`config.mk`:
```
export PLATFORM = sky130hd
export DESIGN_NAME = ebus_cs_seq
export DESIGN_NICKNAME = d
export VERILOG_FILES = /design/src/rtl/ebus_cs_seq.sv
export SDC_FILE = /design/constraint.sdc
export NUM_CORES = 1
export LEC_CHECK = 0
export CORE_AREA = 2 2 121 123
export DETAILED_ROUTE_END_ITERATION = 7
export DIE_AREA = 0 0 123 125
export DONT_BUFFER_PORTS = 1
export GPL_ROUTABILITY_DRIVEN = 1
export HOLD_SLACK_MARGIN = 0.1
export MAX_ROUTING_LAYER = met4
export PLACE_DENSITY = 0.65
export SLEW_MARGIN = 20
export SYNTH_ARGS = -nofsm -noshare
export SYNTH_HDL_FRONTEND = slang
export SYNTH_SLANG_ARGS = --single-unit
export TNS_END_PERCENT = 100
```
`constraint.sdc`:
```
create_clock -name clk -period 6.6 [get_ports clk]
set_input_delay 0.66 -clock clk [delete_from_list [all_inputs] [get_ports clk]]
set_output_delay 0.66 -clock clk [all_outputs]
set_load 0.1 [all_outputs]
```
`src/rtl/ebus_cs_seq.sv`:
```
module ebus_cs_seq #(
  parameter int AW = 32,
  parameter int DW = 32,
  parameter int PB = 2
) (
  input  logic          clk,
  input  logic          rst_n,
  input  logic [31:0]   ctl_word,
  input  logic          req_valid,
  input  logic          req_write,
  input  logic [AW-1:0] req_addr,
  input  logic [1:0]    req_size,
  input  logic [DW-1:0] req_wdata,
  output logic          busy,
  output logic          xfer_ack,
  output logic [DW-1:0] rd_data,
  output logic          bus_ale,
  output logic          bus_cs_n,
  output logic          bus_rnw,
  output logic [AW-1:0] bus_ad_out,
  output logic          bus_ad_lo_oe,
  input  logic [8*PB-1:0] bus_lo_in,
  output logic [DW-1:0] bus_d_out,
  output logic          bus_d_oe,
  input  logic [DW-1:0] bus_d_in
);
  localparam int PW = 8 * PB;

  typedef enum logic [2:0] {S_IDLE, S_ALE, S_SETUP, S_CS, S_HOLD} st_t;

  st_t           st;
  logic [5:0]    cnt;
  logic [1:0]    beat, last_beat;
  logic [AW-1:0] base;
  logic [DW-1:0] wdat, acc;
  logic          wr, mux;
  logic [1:0]    setup, rdah, wrah;
  logic [5:0]    ws;

  wire       accept    = req_valid && st == S_IDLE;
  wire [2:0] req_bytes = (req_size == 2'd0) ? 3'd1 : (req_size == 2'd1) ? 3'd2 : 3'd4;
  wire [2:0] req_beats = (ctl_word[9] && req_bytes > 3'(PB)) ? req_bytes / 3'(PB) : 3'd1;
  wire [2:0] hold_len  = wr ? {1'b0, wrah} + 3'd1 : {1'b0, rdah};
  wire       beat_end  = st == S_CS && cnt == 6'd0;
  wire       fin       = beat_end && beat == last_beat;

  wire [AW-1:0] beat_addr = base + AW'(beat) * AW'(PB);
  wire [DW-1:0] wshift    = wdat >> (32'(beat) * PW);
  wire [PW-1:0] wlane     = wshift[PW-1:0];
  wire [DW-1:0] lane_mask = DW'({PW{1'b1}}) << (32'(beat) * PW);
  wire [DW-1:0] lane_in   = DW'(bus_lo_in) << (32'(beat) * PW);
  wire [DW-1:0] merged    = (acc & ~lane_mask) | lane_in;

  always_ff @(posedge clk or negedge rst_n) begin
    if (!rst_n) begin
      st <= S_IDLE; cnt <= '0; beat <= '0; last_beat <= '0;
      base <= '0; wdat <= '0; acc <= '0; wr <= 1'b0; mux <= 1'b0;
      setup <= '0; rdah <= '0; wrah <= '0; ws <= '0;
    end else begin
      case (st)
        S_IDLE: if (accept) begin
          st <= S_ALE; beat <= '0; last_beat <= 2'(req_beats - 3'd1);
          base <= req_addr; wdat <= req_wdata; wr <= req_write; acc <= '0;
          setup <= ctl_word[21:20]; rdah <= ctl_word[19:18]; wrah <= ctl_word[17:16];
          ws <= ctl_word[15:10]; mux <= ctl_word[9];
        end
        S_ALE: begin
          st  <= (setup == 2'd0) ? S_CS : S_SETUP;
          cnt <= (setup == 2'd0) ? ws : 6'(setup - 2'd1);
        end
        S_SETUP: begin
          if (cnt == 6'd0) begin st <= S_CS; cnt <= ws; end
          else cnt <= cnt - 6'd1;
        end
        S_CS: begin
          if (cnt != 6'd0) cnt <= cnt - 6'd1;
          else begin
            acc <= merged;
            if (!fin) begin st <= S_ALE; beat <= beat + 2'd1; end
            else if (hold_len == 3'd0) st <= S_IDLE;
            else begin st <= S_HOLD; cnt <= 6'(hold_len - 3'd1); end
          end
        end
        S_HOLD: begin
          if (cnt == 6'd0) st <= S_IDLE;
          else cnt <= cnt - 6'd1;
        end
        default: st <= S_IDLE;
      endcase
    end
  end

  assign busy         = st != S_IDLE;
  assign xfer_ack     = fin;
  assign bus_ale      = st == S_ALE;
  assign bus_cs_n     = st != S_CS;
  assign bus_rnw      = busy ? !wr : 1'b1;
  assign bus_ad_lo_oe = busy && (!mux || st == S_ALE || wr);
  assign bus_d_oe     = busy && !mux && wr;
  assign bus_d_out    = bus_d_oe ? wdat : '0;
  assign rd_data      = mux ? merged : bus_d_in;

  always_comb begin
    bus_ad_out = '0;
    if (busy) begin
      bus_ad_out = beat_addr;
      if (mux && st != S_ALE) bus_ad_out[PW-1:0] = wr ? wlane : '0;
    end
  end

  logic [3:0] since_ale;
  logic [6:0] cs_len;
  always_ff @(posedge clk or negedge rst_n) begin
    if (!rst_n) begin
      since_ale <= '0; cs_len <= '0;
    end else begin
      since_ale <= bus_ale ? 4'd1 : (since_ale == 4'hF ? since_ale : since_ale + 4'd1);
      cs_len    <= bus_cs_n ? 7'd0 : cs_len + 7'd1;
    end
  end

  AST_ALE_SINGLE: assert property (@(posedge clk) disable iff (!rst_n) bus_ale |=> !bus_ale);
  AST_ALE_CS_APART: assert property (@(posedge clk) disable iff (!rst_n) bus_ale |-> bus_cs_n);
  AST_SETUP_SPAN: assert property (@(posedge clk) disable iff (!rst_n)
    $fell(bus_cs_n) |-> since_ale == 4'(setup) + 4'd1);
  AST_WAIT_SPAN: assert property (@(posedge clk) disable iff (!rst_n)
    $rose(bus_cs_n) |-> cs_len == 7'(ws) + 7'd1);
  AST_ACK_IN_CS: assert property (@(posedge clk) disable iff (!rst_n) xfer_ack |-> !bus_cs_n);
  AST_ACK_ENDS_CS: assert property (@(posedge clk) disable iff (!rst_n) xfer_ack |=> bus_cs_n);
  AST_BUSY_IGNORES: assert property (@(posedge clk) disable iff (!rst_n)
    (busy && req_valid) |=> $stable(base) && $stable(wdat));
  AST_AUTOACK_SET: assert property (@(posedge clk) disable iff (!rst_n)
    (req_valid && !busy) |-> ctl_word[8]);
  AST_IDLE_QUIET: assert property (@(posedge clk) disable iff (!rst_n)
    !busy |-> bus_cs_n && !bus_ale && !xfer_ack && !bus_ad_lo_oe);
endmodule

```
==> flow_summary_export.csv <==
group,metric,value,unit
placement,port_buffers,0,
clock_network,path_clk_slew,0.05,ns
clock_network,cts_buffers,17,
sta,worst_pin_slew,1.20,ns
clock_network,clock-root-buffer,"clkbuf_16",
global_routing,antenna_found_initial,2,
cells_and_area,final_area,8270,um^2
clock_network,clock_path_buffers,2,
clock_network,cts_resized,0,
global_routing,grt_max_degree,124,
placement,place_area,7450,um^2
detailed_routing,routedWlPerCell,20.1,um
logic_synthesis,syn_nets,881,
critical_path,critPathMaxFanout,33,
floorplanning,core_area,14200,um^2
floorplanning,start_util,49.5,%
floorplanning,die-height,125,um
logic_synthesis,syn_area,7040,um^2
sta,min_period_over_period,81.2,%
sta,skew,0.00356,ns
outcome,outcome,"finished clean",
global_routing,grt_pass1_vias,5427,
logic_synthesis,synth_ff_type,"dfrtp_1",
sta,setup_viol,0,
logic_synthesis,avgSynthCellArea,9.76,um^2
critical_path,end_kind,"output port",
global_routing,overflow,0,
critical_path,critPathRequiredTime,5.94,ns
sta,max_freq,0.187,GHz
worst_hold_path,hold_path.class,"in2async",
detailed_routing,dr_total_vias,5378,
detailed_routing,drtAntennaViolNets,0,
critical_path,crit_type,"reg2out",
critical_path,slowest_stage,"nand2_1",
floorplanning,dieArea,15400,um^2
clock_network,insertion_delay,0.42,ns
logic_synthesis,synth-async-reset-ratio,100,%
detailed_routing,viasPerCell,5.93,
floorplanning,ios,253,
sta,rsz0062_at_grt,"false",
clock_network,clock-sinks,123,
placement,gp_congestion,0.920,
sta,fin_ws,1.24,ns
sta,timing.setup.tns,0,ns
floorplanning,die_w,123,um
sta,hold_violations,0,
clock_network,cts_tree,"yes",
global_routing,grt_use_total,24.8,%
detailed_routing,drt_drc_violations_left,0,
sta,period_needed,5.36,ns
logic_synthesis,ys_seq_area_share,43.7,%
critical_path,path_common_cell,"nor2_4",
cells_and_area,final_nets,868,
floorplanning,num_rows,44,
cells_and_area,drive_gt1_share,26.9,%
sta,max_slew_margin,20.3,%
placement,hpwl,12800,um
logic_synthesis,yosys_warnings,0,
logic_synthesis,synthCells,721,
placement,dp_slack,1.64,ns
detailed_routing,drt_pass1_iterations,5,
detailed_routing,routed_wl,18200,um
sta,whs,0.183,ns
critical_path,crit_path_start_kind,"flop",
critical_path,cp.arrival,4.70,ns
cells_and_area,syn_to_final_growth,17.6,%
global_routing,grt_first_pass_wirelength,28600,um
logic_synthesis,synth_top_area_share,43.7,%
logic_synthesis,ys_seq_elements,123,
sta,slew_viol_final,0,
logic_synthesis,synth_top_area_cell,"dfrtp_1",
clock_network,cts_setup_buffers,0,
logic_synthesis,synth-edff-count,0,
logic_synthesis,synth_cell_types,53,
detailed_routing,drt_iter0_markers,276,
flow_run,maxCapViolCount,0,
clock_network,htreeDepth,4,
logic_synthesis,synth_area_leaders,"dfrtp_1 (44%), mux2_2 (12%), a21oi_1 (5.3%)",
critical_path,cp_slowest_stage_delay,0.93,ns
critical_path,crit_chain,"or2_1 -> nor2_4 -> inv_1 -> nand2_1 -> nor2_4 -> and2_1",
## layer usage
| metal | routed length (um) | vias to the layer above | track usage (%) | share of wire [%] |
|---|---|---|---|---|
| met4 | 193 | 0 | 7.15 | 1.1 |
| li1 | - | 2539 | - | - |
| met2 | 9270 | 202 | 39.8 | 51 |
| met3 | 1520 | 17 | 8.80 | 8.3 |
| met1 | 7260 | 2620 | 29.4 | 40 |
| met5 | 0 | - | - | 0 |
## registers in the layout, summed over array words and instances, names as in the netlist, 2 cells and up
register and cells:
beat 2, base 32, st 3, last_beat 2
ws 6, acc 32, setup 2, rdah 2
cnt 6, wrah 2, wdat 32
## layout by cell type (no fill, tap or decap), types with 3 or more instances in the layout
| cell type | Yosys | final |
|---|---|---|
| nand2_1 | 33 | 33 |
| or3_1 | 4 | 4 |
| a21oi_2 | 0 | 14 |
| ha_1 | 9 | 9 |
| xor2_1 | 8 | 8 |
| buf_4 | 0 | 7 |
| nor2b_1 | 36 | 36 |
| clkbuf_8 | 0 | 5 |
| inv_1 | 14 | 14 |
| mux2_2 | 72 | 72 |
| nor4_1 | 9 | 9 |
| mux2i_1 | 19 | 19 |
| and4_1 | 4 | 4 |
| o21ai_0 | 24 | 22 |
| nand3_1 | 16 | 16 |
| dfrtp_1 | 123 | 122 |
| and3_1 | 3 | 3 |
| nor2_1 | 70 | 48 |
| and2_1 | 35 | 34 |
| a21oi_1 | 75 | 41 |
| o22ai_2 | 0 | 9 |
| clkinv_2 | 0 | 3 |
| o21bai_1 | 5 | 5 |
| clkinvlp_4 | 0 | 4 |
| nor2_2 | 0 | 21 |
| a211oi_1 | 3 | 3 |
| nand2b_1 | 3 | 3 |
| nand4_1 | 8 | 8 |
| a21oi_4 | 0 | 20 |
| clkbuf_16 | 0 | 17 |
| nor3_1 | 12 | 12 |
| xnor2_1 | 23 | 23 |
| a22o_1 | 32 | 32 |
## area by class of cell
class | instances | area (um^2)
Fill cell | 1209 | 5930
Clock buffer | 22 | 494
Inverter | 14 | 52.6
Timing Repair Buffer | 9 | 108
Multi-Input combinational cell | 543 | 4190
Clock inverter | 10 | 114
Sequential cell | 123 | 3080
Antenna cell | 2 | 5.00
Tap cell | 184 | 230
## stage by stage
step,util [%],std cells
floorplan,-,721
global placement,52.2,871
detailed placement,52.5,871
CTS,57.0,904
global route,58.2,907
finish,58.2,907
## synth_stat cells (12+ instances only)
cell,instances
and2_1,35
mux2_2,72
nand3_1,16
xnor2_1,23
clkbuf_1,32
a21oi_1,75
a22o_1,32
nand2_1,33
nor2b_1,36
mux2i_1,19
inv_1,14
nor3_1,12
o21ai_0,24
dfrtp_1,123
nor2_1,70
o22ai_1,12
## repair_timing
item,in CTS,in global routing
endpoints found under the setup margin,0,0
hold buffers,1,0
hold endpoints to repair,123,0
## final timing paths
kind	cells past startpoint	from	endpoint	slack (ns)
worst min-delay path	1	rst_n	cnt[4]	0.18
worst min register to register	1	acc[4]	acc[4]	0.49
worst max-delay path	6	st[1]	bus_d_out[27]	1.24
min in group clk	2	req_addr[19]	base[19]	0.36
max in group asynchronous	1	rst_n	mux	5.93
worst max register to register	6	wr	cnt[1]	3.90
## critical path, delay by kind of cell (launching register included)
family	cells	cell delay [ns]
and+or+nand+nor	5	2.98
buffers and inverters	1	0.81
DFF	1	0.46
## cell families after synthesis
logic type,share of synthesized area (%)
and+or+nand+nor,18.2
buffers and inverters,3.02
muxes,14.7
xor gates and xnor gates,3.86
DFF,43.7
adders and majority gates,1.89
AOI/OAI and AO/OA,14.7
Power is not shown: default switching activity piles up to over one toggle a cycle in this logic, so the estimate is an artifact.
